## src/rtl/recfg_pkg.sv

```systemverilog
package recfg_pkg;

    typedef enum logic [2:0] {
        S_IDLE,
        S_SETUP,
        S_START,
        S_WAIT_HI,
        S_WAIT_LO,
        S_DRST,
        S_WAIT_LINK
    } seq_state_t;

    // States in which the watchdog runs
    function automatic logic is_watched(input seq_state_t s);
        return (s == S_WAIT_HI) || (s == S_WAIT_LO) || (s == S_WAIT_LINK);
    endfunction

endpackage

```

## src/rtl/recfg_prio_arb.sv

```systemverilog
module recfg_prio_arb #(
    parameter int NCH = 4,
    localparam int IW = (NCH > 1) ? $clog2(NCH) : 1
) (
    input  logic [NCH-1:0] req,
    output logic           any,
    output logic [IW-1:0]  idx,
    output logic [NCH-1:0] gnt
);

    // lowest index wins: scan from the top so the last hit is the lowest
    always_comb begin
        gnt = '0;
        idx = '0;
        for (int i = NCH - 1; i >= 0; i--) begin
            if (req[i]) begin
                gnt    = '0;
                gnt[i] = 1'b1;
                idx    = IW'(i);
            end
        end
        any = |req;
    end

endmodule

```

## src/rtl/recfg_tick.sv

```systemverilog
module recfg_tick #(
    parameter int LIMIT = 8,
    localparam int CW = $clog2(LIMIT + 1)
) (
    input  logic clk,
    input  logic rst,
    input  logic clr,
    input  logic en,
    output logic hit
);

    logic [CW-1:0] cnt;

    assign hit = en && (cnt == CW'(LIMIT - 1));

    always_ff @(posedge clk) begin
        if (rst || clr)
            cnt <= '0;
        else if (en)
            cnt <= hit ? '0 : cnt + CW'(1);
    end

    AST_TICK_RANGE: assert property (@(posedge clk) disable iff (rst)
        cnt < CW'(LIMIT)) else $error("tick counter beyond limit");

endmodule

```

## src/rtl/recfg_sequencer.sv

```systemverilog
module recfg_sequencer
    import recfg_pkg::*;
#(
    parameter int NCH     = 4,
    parameter int NMODE   = 2,
    parameter int RST_CYC = 8,
    parameter int WDOG    = 4096,
    localparam int CHW = (NCH > 1) ? $clog2(NCH) : 1,
    localparam int MW  = (NMODE > 1) ? $clog2(NMODE) : 1
) (
    input  logic              clk,
    input  logic              rst,
    input  logic [NCH-1:0]    chan_req,
    input  logic [NCH*MW-1:0] chan_mode,
    output logic [NCH-1:0]    chan_ack,
    input  logic              xcvr_tx_rdy,
    input  logic              xcvr_rx_rdy,
    input  logic              link_up,
    input  logic              eng_busy,
    output logic [CHW-1:0]    eng_chan,
    output logic              eng_stream_en,
    output logic [MW-1:0]     eng_img_sel,
    output logic              eng_start,
    output logic [NCH-1:0]    chan_drst,
    output logic              seq_err
);

    seq_state_t     st_q, st_d;
    logic [CHW-1:0] ch_q;
    logic [MW-1:0]  md_q;
    logic [NCH-1:0] ack_q;
    logic           err_q;
    logic           tmo;

    logic           arb_any;
    logic [CHW-1:0] arb_idx;
    logic [NCH-1:0] arb_gnt;
    logic           sys_ready;
    logic           st_chg;
    logic           pulse_hit;
    logic           wd_hit;

    assign sys_ready = !eng_busy && xcvr_tx_rdy && xcvr_rx_rdy;
    assign st_chg    = (st_d != st_q);

    recfg_prio_arb #(.NCH(NCH)) u_arb (
        .req (chan_req),
        .any (arb_any),
        .idx (arb_idx),
        .gnt (arb_gnt)
    );

    recfg_tick #(.LIMIT(RST_CYC)) u_pulse (
        .clk (clk),
        .rst (rst),
        .clr (st_chg),
        .en  (st_q == S_DRST),
        .hit (pulse_hit)
    );

    recfg_tick #(.LIMIT(WDOG)) u_wdog (
        .clk (clk),
        .rst (rst),
        .clr (st_chg),
        .en  (is_watched(st_q)),
        .hit (wd_hit)
    );

    always_comb begin
        st_d = st_q;
        tmo  = 1'b0;
        unique case (st_q)
            S_IDLE:      if (sys_ready && arb_any) st_d = S_SETUP;
            S_SETUP:     st_d = S_START;
            S_START:     st_d = S_WAIT_HI;
            S_WAIT_HI: begin
                if (eng_busy)    st_d = S_WAIT_LO;
                else if (wd_hit) begin st_d = S_IDLE; tmo = 1'b1; end
            end
            S_WAIT_LO: begin
                if (!eng_busy)   st_d = S_DRST;
                else if (wd_hit) begin st_d = S_IDLE; tmo = 1'b1; end
            end
            S_DRST:      if (pulse_hit) st_d = S_WAIT_LINK;
            S_WAIT_LINK: begin
                if (link_up)     st_d = S_IDLE;
                else if (wd_hit) begin st_d = S_IDLE; tmo = 1'b1; end
            end
            default:     st_d = S_IDLE;
        endcase
    end

    always_ff @(posedge clk) begin
        if (rst) begin
            st_q  <= S_IDLE;
            ch_q  <= '0;
            md_q  <= '0;
            ack_q <= '0;
            err_q <= 1'b0;
        end else begin
            st_q <= st_d;
            if (st_q == S_IDLE && st_d == S_SETUP) begin
                ack_q <= arb_gnt;
                ch_q  <= arb_idx;
                md_q  <= chan_mode[arb_idx*MW +: MW];
            end else if (st_q != S_IDLE && st_d == S_IDLE) begin
                ack_q <= '0;
            end
            if (tmo)
                err_q <= 1'b1;
        end
    end

    assign chan_ack      = ack_q;
    assign eng_chan      = ch_q;
    assign eng_img_sel   = md_q;
    assign eng_stream_en = (st_q != S_IDLE);
    assign eng_start     = (st_q == S_START);
    assign chan_drst     = (st_q == S_DRST) ? (NCH'(1) << ch_q) : '0;
    assign seq_err       = err_q;

    AST_GRANT_WHEN_READY: assert property (@(posedge clk) disable iff (rst)
        $rose(|chan_ack) |-> $past(!eng_busy && xcvr_tx_rdy && xcvr_rx_rdy))
        else $error("grant while system not ready");
    AST_ACK_ONEHOT: assert property (@(posedge clk) disable iff (rst)
        $onehot0(chan_ack)) else $error("acknowledge not one-hot");
    AST_START_ACKED: assert property (@(posedge clk) disable iff (rst)
        eng_start |-> (chan_ack == (NCH'(1) << eng_chan)))
        else $error("start without matching acknowledge");
    AST_START_SINGLE: assert property (@(posedge clk) disable iff (rst)
        eng_start |=> !eng_start) else $error("start longer than one cycle");
    AST_DRST_OWNER: assert property (@(posedge clk) disable iff (rst)
        (|chan_drst) |-> (chan_drst == chan_ack))
        else $error("reset on a channel not acknowledged");
    AST_ACK_RELEASE: assert property (@(posedge clk) disable iff (rst)
        $fell(|chan_ack) |-> $past(link_up || wd_hit))
        else $error("acknowledge released early");
    AST_IMG_STABLE: assert property (@(posedge clk) disable iff (rst)
        (eng_stream_en && $past(eng_stream_en)) |-> $stable(eng_img_sel))
        else $error("image select changed mid-sequence");
    AST_ERR_STICKY: assert property (@(posedge clk) disable iff (rst)
        seq_err |=> seq_err) else $error("error flag cleared");

endmodule

```

## config.mk

```make
export PLATFORM = sky130hd
export DESIGN_NAME = recfg_sequencer
export DESIGN_NICKNAME = d
export VERILOG_FILES = /design/src/rtl/recfg_pkg.sv /design/src/rtl/recfg_prio_arb.sv /design/src/rtl/recfg_tick.sv /design/src/rtl/recfg_sequencer.sv
export SDC_FILE = /design/constraint.sdc
export NUM_CORES = 1
export LEC_CHECK = 0
export ABC_AREA = 1
export CORE_UTILIZATION = 50
export DETAILED_ROUTE_END_ITERATION = 8
export PLACE_DENSITY = 0.76
export SYNTH_ARGS = -nofsm -noshare
export SYNTH_HDL_FRONTEND = slang
export SYNTH_HIERARCHICAL = 1
export SYNTH_SLANG_ARGS = --single-unit
export TNS_END_PERCENT = 1
```

## constraint.sdc

```tcl
create_clock -name clk -period 3 [get_ports clk]
set_input_delay 0.6 -clock clk [delete_from_list [all_inputs] [get_ports clk]]
set_output_delay 0.6 -clock clk [all_outputs]
set_load 0.05 [all_outputs]
```

# ---- Word level (Yosys, flattened, before mapping)
# Cells that the tools add are included.
dict set report word_totals {
  word_cells 62
  inputBits 14
  register_bits 28
}
dict set report classes {
  reduce_logical 16
  shifts 2
  eq_ne 10
  n_mux 25
  n_addsub 2
}
# operator count
set op_table {}
lappend op_table {{$mux W4} 8}
lappend op_table {{$pmux W3 S7} 1}
lappend op_table {{$mux W3} 6}
lappend op_table {{$add A13 B1 Y13 const B} 1}
lappend op_table {{$eq A13 B12 Y1 const B} 1}
lappend op_table {{$mux W13} 1}
lappend op_table {{$eq A3 B3 Y1 const B} 3}
lappend op_table {{$mux W2} 4}
lappend op_table {{$logic_and A1 B1 Y1} 7}
lappend op_table {{$eq A3 B1 Y1 const B} 2}
lappend op_table {{$eq A3 B2 Y1 const B} 2}
lappend op_table {{$logic_not A3 Y1} 2}
lappend op_table {{$add A4 B1 Y4 const B} 1}
lappend op_table {{$eq A4 B3 Y1 const B} 1}
lappend op_table {{$mux W1} 4}
lappend op_table {{$reduce_or A4 Y1} 1}
lappend op_table {{$shiftx A4 B3 Y1} 1}
lappend op_table {{$shl A1 B2 Y4 const A} 1}
lappend op_table {{$logic_or A1 B1 Y1} 3}
lappend op_table {{$ne A3 B3 Y1} 1}
lappend op_table {{$pmux W1 S3} 1}
lappend op_table {{$reduce_bool A3 Y1} 1}
lappend op_table {{$reduce_bool A2 Y1} 1}
lappend op_table {{$logic_not A1 Y1} 1}

# ---- Depth between registers and ports, before layout
dict set report logic_depth {
  word_depth 11
  mapped_depth 18
}

# ---- By module
# Netlist, hierarchy kept.
# mod cells_each area_each_um2 instances seq_area_each_um2
set modules_own_cells {}
lappend modules_own_cells {{recfg_tick at u_wdog} 93 721.9 1 260.2}
lappend modules_own_cells {recfg_sequencer 101 701.9 1 220.2}
lappend modules_own_cells {{recfg_tick at u_pulse} 29 197.7 1 80.1}
lappend modules_own_cells {recfg_prio_arb 15 65.1 1 0.0}

# ---- Worst setup path before layout
# Ideal clock, no wire load.
dict set report synth_timing {
  kind {register to output}
  from {register ch_q[1] (netlist: eng_chan[1])}
  to {output port chan_drst[2]}
  t_arrival_ns 1.925
  required_ns 2.400
  path_stages_with_launch 3
  slack_ns 0.475
  path_cell_list {dfxtp_1 inv_1 nor3_1}
}
dict set report synth_between {
  elab_chain_len 2
}
# element line_no
set synth_lines {}
lappend synth_lines {{start: declaration} recfg_sequencer.sv:29} ;# logic [CHW-1:0] ch_q;
lappend synth_lines {{start signal: assignment} recfg_sequencer.sv:104} ;# ch_q <= arb_idx;
lappend synth_lines {{$shl A1 B2 Y4} recfg_sequencer.sv:119} ;# assign chan_drst = (st_q == S_DRST) ? (NCH'(1) << ch_q) : '0;
lappend synth_lines {{$mux W4} recfg_sequencer.sv:119}
lappend synth_lines {{end: declaration} recfg_sequencer.sv:24} ;# output logic [NCH-1:0] chan_drst,
# No other way between the ends.

# ---- Worst setup path in the final report
dict set report layout_timing {
  from {register st_q[0]}
  to {output port chan_drst[1]}
}
dict set report layout_between {
  elab_chain_len 2
}
# element line_no
set layout_lines {}
lappend layout_lines {{start: declaration} recfg_sequencer.sv:28} ;# seq_state_t st_q, st_d;
lappend layout_lines {{start signal: assignment} recfg_sequencer.sv:101} ;# st_q <= st_d;
lappend layout_lines {{$eq A3 B3 Y1} recfg_sequencer.sv:119}
lappend layout_lines {{$mux W4} recfg_sequencer.sv:119}
# No other way between the ends.

==> results.txt <==
final worst slack: 227.2 ps
status: complete, no violations
Iteration-0 DRC Markers: 70
Worst R2R Setup Slack: 320 ps
Critical Path RT: 2400 ps
grt total ovfl: 0
Pleak: 0.8228 nW
R2R Path Start: st_q[1]
total CTS buffers: 3
dpl hpwl: 2576 µm
clock transition at the registers of the reported paths: 150 ps
ANT cells: 0
IO Port Bufs: 27
CTS tree: done
cts repair resizes: 0
syn nets: 254
Mapped Cells: 238
setup violators final: 0
clk_lat worst skew: 330 ps
drt wl/cell: 10.68 µm
Max Freq: 360.7 MHz
Cell Count, Final, Fillers Out: 310
library cells used by synthesis: 32
Post-Syn Area: 1687 µm²
top cell type's share of synthesized area: 0.3323
cell row count: 20
Yosys reg bits: 28
RSZ-0062 raised after global routing: false
design area: 2038 µm²
Hold Startpoint: seq_err
drc violations: 0
Max-cap violations: 0
Startpoint Class: flop
HP Class: reg -> reg
routability congestion estimate from global placement: 0.9435
WHS Endpoint: seq_err
1st-pass router iterations: 4
Clk Tree Root Cell: clkbuf_4
# clock sinks: 28
Synth warnings: 6
fin nets: 283
crit path max fanout: 7
Tcrit/Tclk final: 0.9243
PwrDens: 541.2 nW/µm²
die height: 60.08 µm
Post-CTS Setup Repair Bufs: 0
Max Root-Sink Buffers: 2
Placed Area: 1986 µm²
Slew headroom: 0.6173
# placed instances: 306
max-slew violations: 0
CP arrival: 2170 ps
layout cell share with drive strength beyond 1: 0.1805
TNS Setup: 0 ps
Reg2Reg Depth: 14
number of H-tree levels: 1
Place WS: 369.7 ps
DRT antenna net count: 0
antenna violations before repair: 0
clock skew: 8.051 ps
core area: 3128 µm²
Initial Util: 0.5392
critical path type: reg -> out
IO Count: 28
synthesized area per cell: 7.087 µm²
Layout Area Growth over Synthesis: 20.85%
final hold violations: 0
Die X-Extent: 60.08 µm
global-route wire length before repair: 5623 µm
DR vias/cell: 4.945
Reg-to-Reg End: u_wdog/cnt[2]
DRT Wirelength: 3312 µm
part of the Yosys area used for sequential elements: 0.3323
Yosys top cell by area: dfxtp_1
final core occ: 0.6516
Synth area leaders: dfxtp_1 33%, nand2_1 8.9%, nor2_1 7.1%
largest net degree at the start of global routing: 17
die area: 3610 µm²
hold_buf cts: 0
GRT Total Usage: 0.2034
CP Capture Type: primary output
via count: 1533
vias in the first global route: 1340
minimum clock period after layout: 2773 ps
Slew @ Worst Pin: 572.2 ps
Hold Path Cell Cnt: 2
Max VDD drop: 0.0005259 V
-- cells by family (layout without fill, tap and decap cells) --
group,after synthesis,in the layout,synth area share
and+or+nand+nor,139,139,0.4280
buffers and inverters,39,67,0.1024
DFF,28,28,0.3323
AOI/OAI and AO/OA,25,25,0.09570
xor gates and xnor gates,4,4,0.02077
adders and majority gates,2,2,0.01483
muxes,1,1,0.005935
-- per-stage QoR --
| stage | hold WS [ps] | total power (W) |
|---|---|---|
| after detailed placement | 444.6 | 0.0008607 |
| final | 464.7 | 0.001103 |
| after floorplan | 450.7 | 0.0007640 |
| after global placement | 444.5 | 0.0008611 |
| after CTS | 468.3 | 0.001113 |
| after global routing | 498.5 | 0.001155 |
-- flip-flops by register name (all words and copies together), names as in the netlist --
signal	flops
eng_chan	2
chan_ack	4
seq_err	1
st_q	3
u_wdog/cnt	13
eng_img_sel	1
u_pulse/cnt	4
-- synth_stat cells --
| master | instances |
|---|---|
| nand2_1 | 40 |
| nor2_1 | 32 |
| dfxtp_1 | 28 |
| inv_1 | 26 |
| nand3_1 | 22 |
| nand2_2 | 10 |
| a21oi_1 | 8 |
| nand4_1 | 8 |
| inv_2 | 7 |
| nor2_2 | 7 |
| nor3_1 | 6 |
| o21ai_0 | 6 |
| nor2_4 | 4 |
| xor2_1 | 4 |
| buf_4 | 3 |
| nand2_4 | 3 |
| nand3_2 | 3 |
| o22ai_1 | 3 |
| a211oi_2 | 2 |
| buf_6 | 2 |
| ha_1 | 2 |
| o21ai_2 | 2 |
| a31oi_1 | 1 |
| clkbuf_1 | 1 |
| mux2i_1 | 1 |
| nand4_2 | 1 |
| nor2_8 | 1 |
| nor3b_1 | 1 |
| nor4_1 | 1 |
| o211ai_1 | 1 |
| o21ai_1 | 1 |
| o21bai_2 | 1 |
-- how the worst max path moves through the flow --
stage / depth (start not counted) / start / end
finish: 5 / st_q[0] / chan_drst[1]
global route: 14 / st_q[1] / u_wdog/cnt[2]
CTS: 5 / st_q[0] / chan_drst[1]
detailed placement: 14 / st_q[1] / u_wdog/cnt[2]
global placement: 12 / chan_req[3] / u_wdog/cnt[2]
floorplan: 2 / eng_chan[1] / chan_drst[2]
-- layer usage --
metal | vias to the layer above | track usage | routed length (µm)
li1 | 831 | - | -
met1 | 676 | 0.2937 | 1759
met2 | 22 | 0.3175 | 1429
met3 | 4 | 0.01948 | 92
met4 | 0 | 0.05980 | 29
met5 | - | 0 | 0
-- layout make-up --
cell class                 instances  area, µm²
fill                             295       1090
sequential                        28      560.5
multi-input combinational        171      953.4
clock buffer                       3      22.52
clock inverter                     1      30.03
timing repair buffer              30      292.8
inverter                          33      123.9
tap                               44      55.05
-- report_power, final --
part	leakage, nW	switching [W]	internal (W)	total, W
clock network	0.0279	0.000112	0.000135	0.000247
registers	0.226	0.0000335	0.000390	0.000423
logic	0.569	0.000290	0.000143	0.000433
total	0.823	0.000435	0.000668	0.00110
-- cell usage in the layout, fill, tap and decap left out, drive strengths merged, types with 4 or more instances in the layout --
master and n:
dfxtp 28, inv 33, o21ai 9, clkdlybuf4s50 27
nor3 6, nand3 25, nor2 44, nand4 9
a21oi 8, xor2 4, nand2 53
-- worst max-delay path, stage by stage, from the launching register on --
cell and delay [ps]:
dfxtp_1 500, inv_2 120, nor2_8 130, nand2_4 80, nor3_1 170, clkdlybuf4s50_1 840
(Power assumes the default switching activity.)
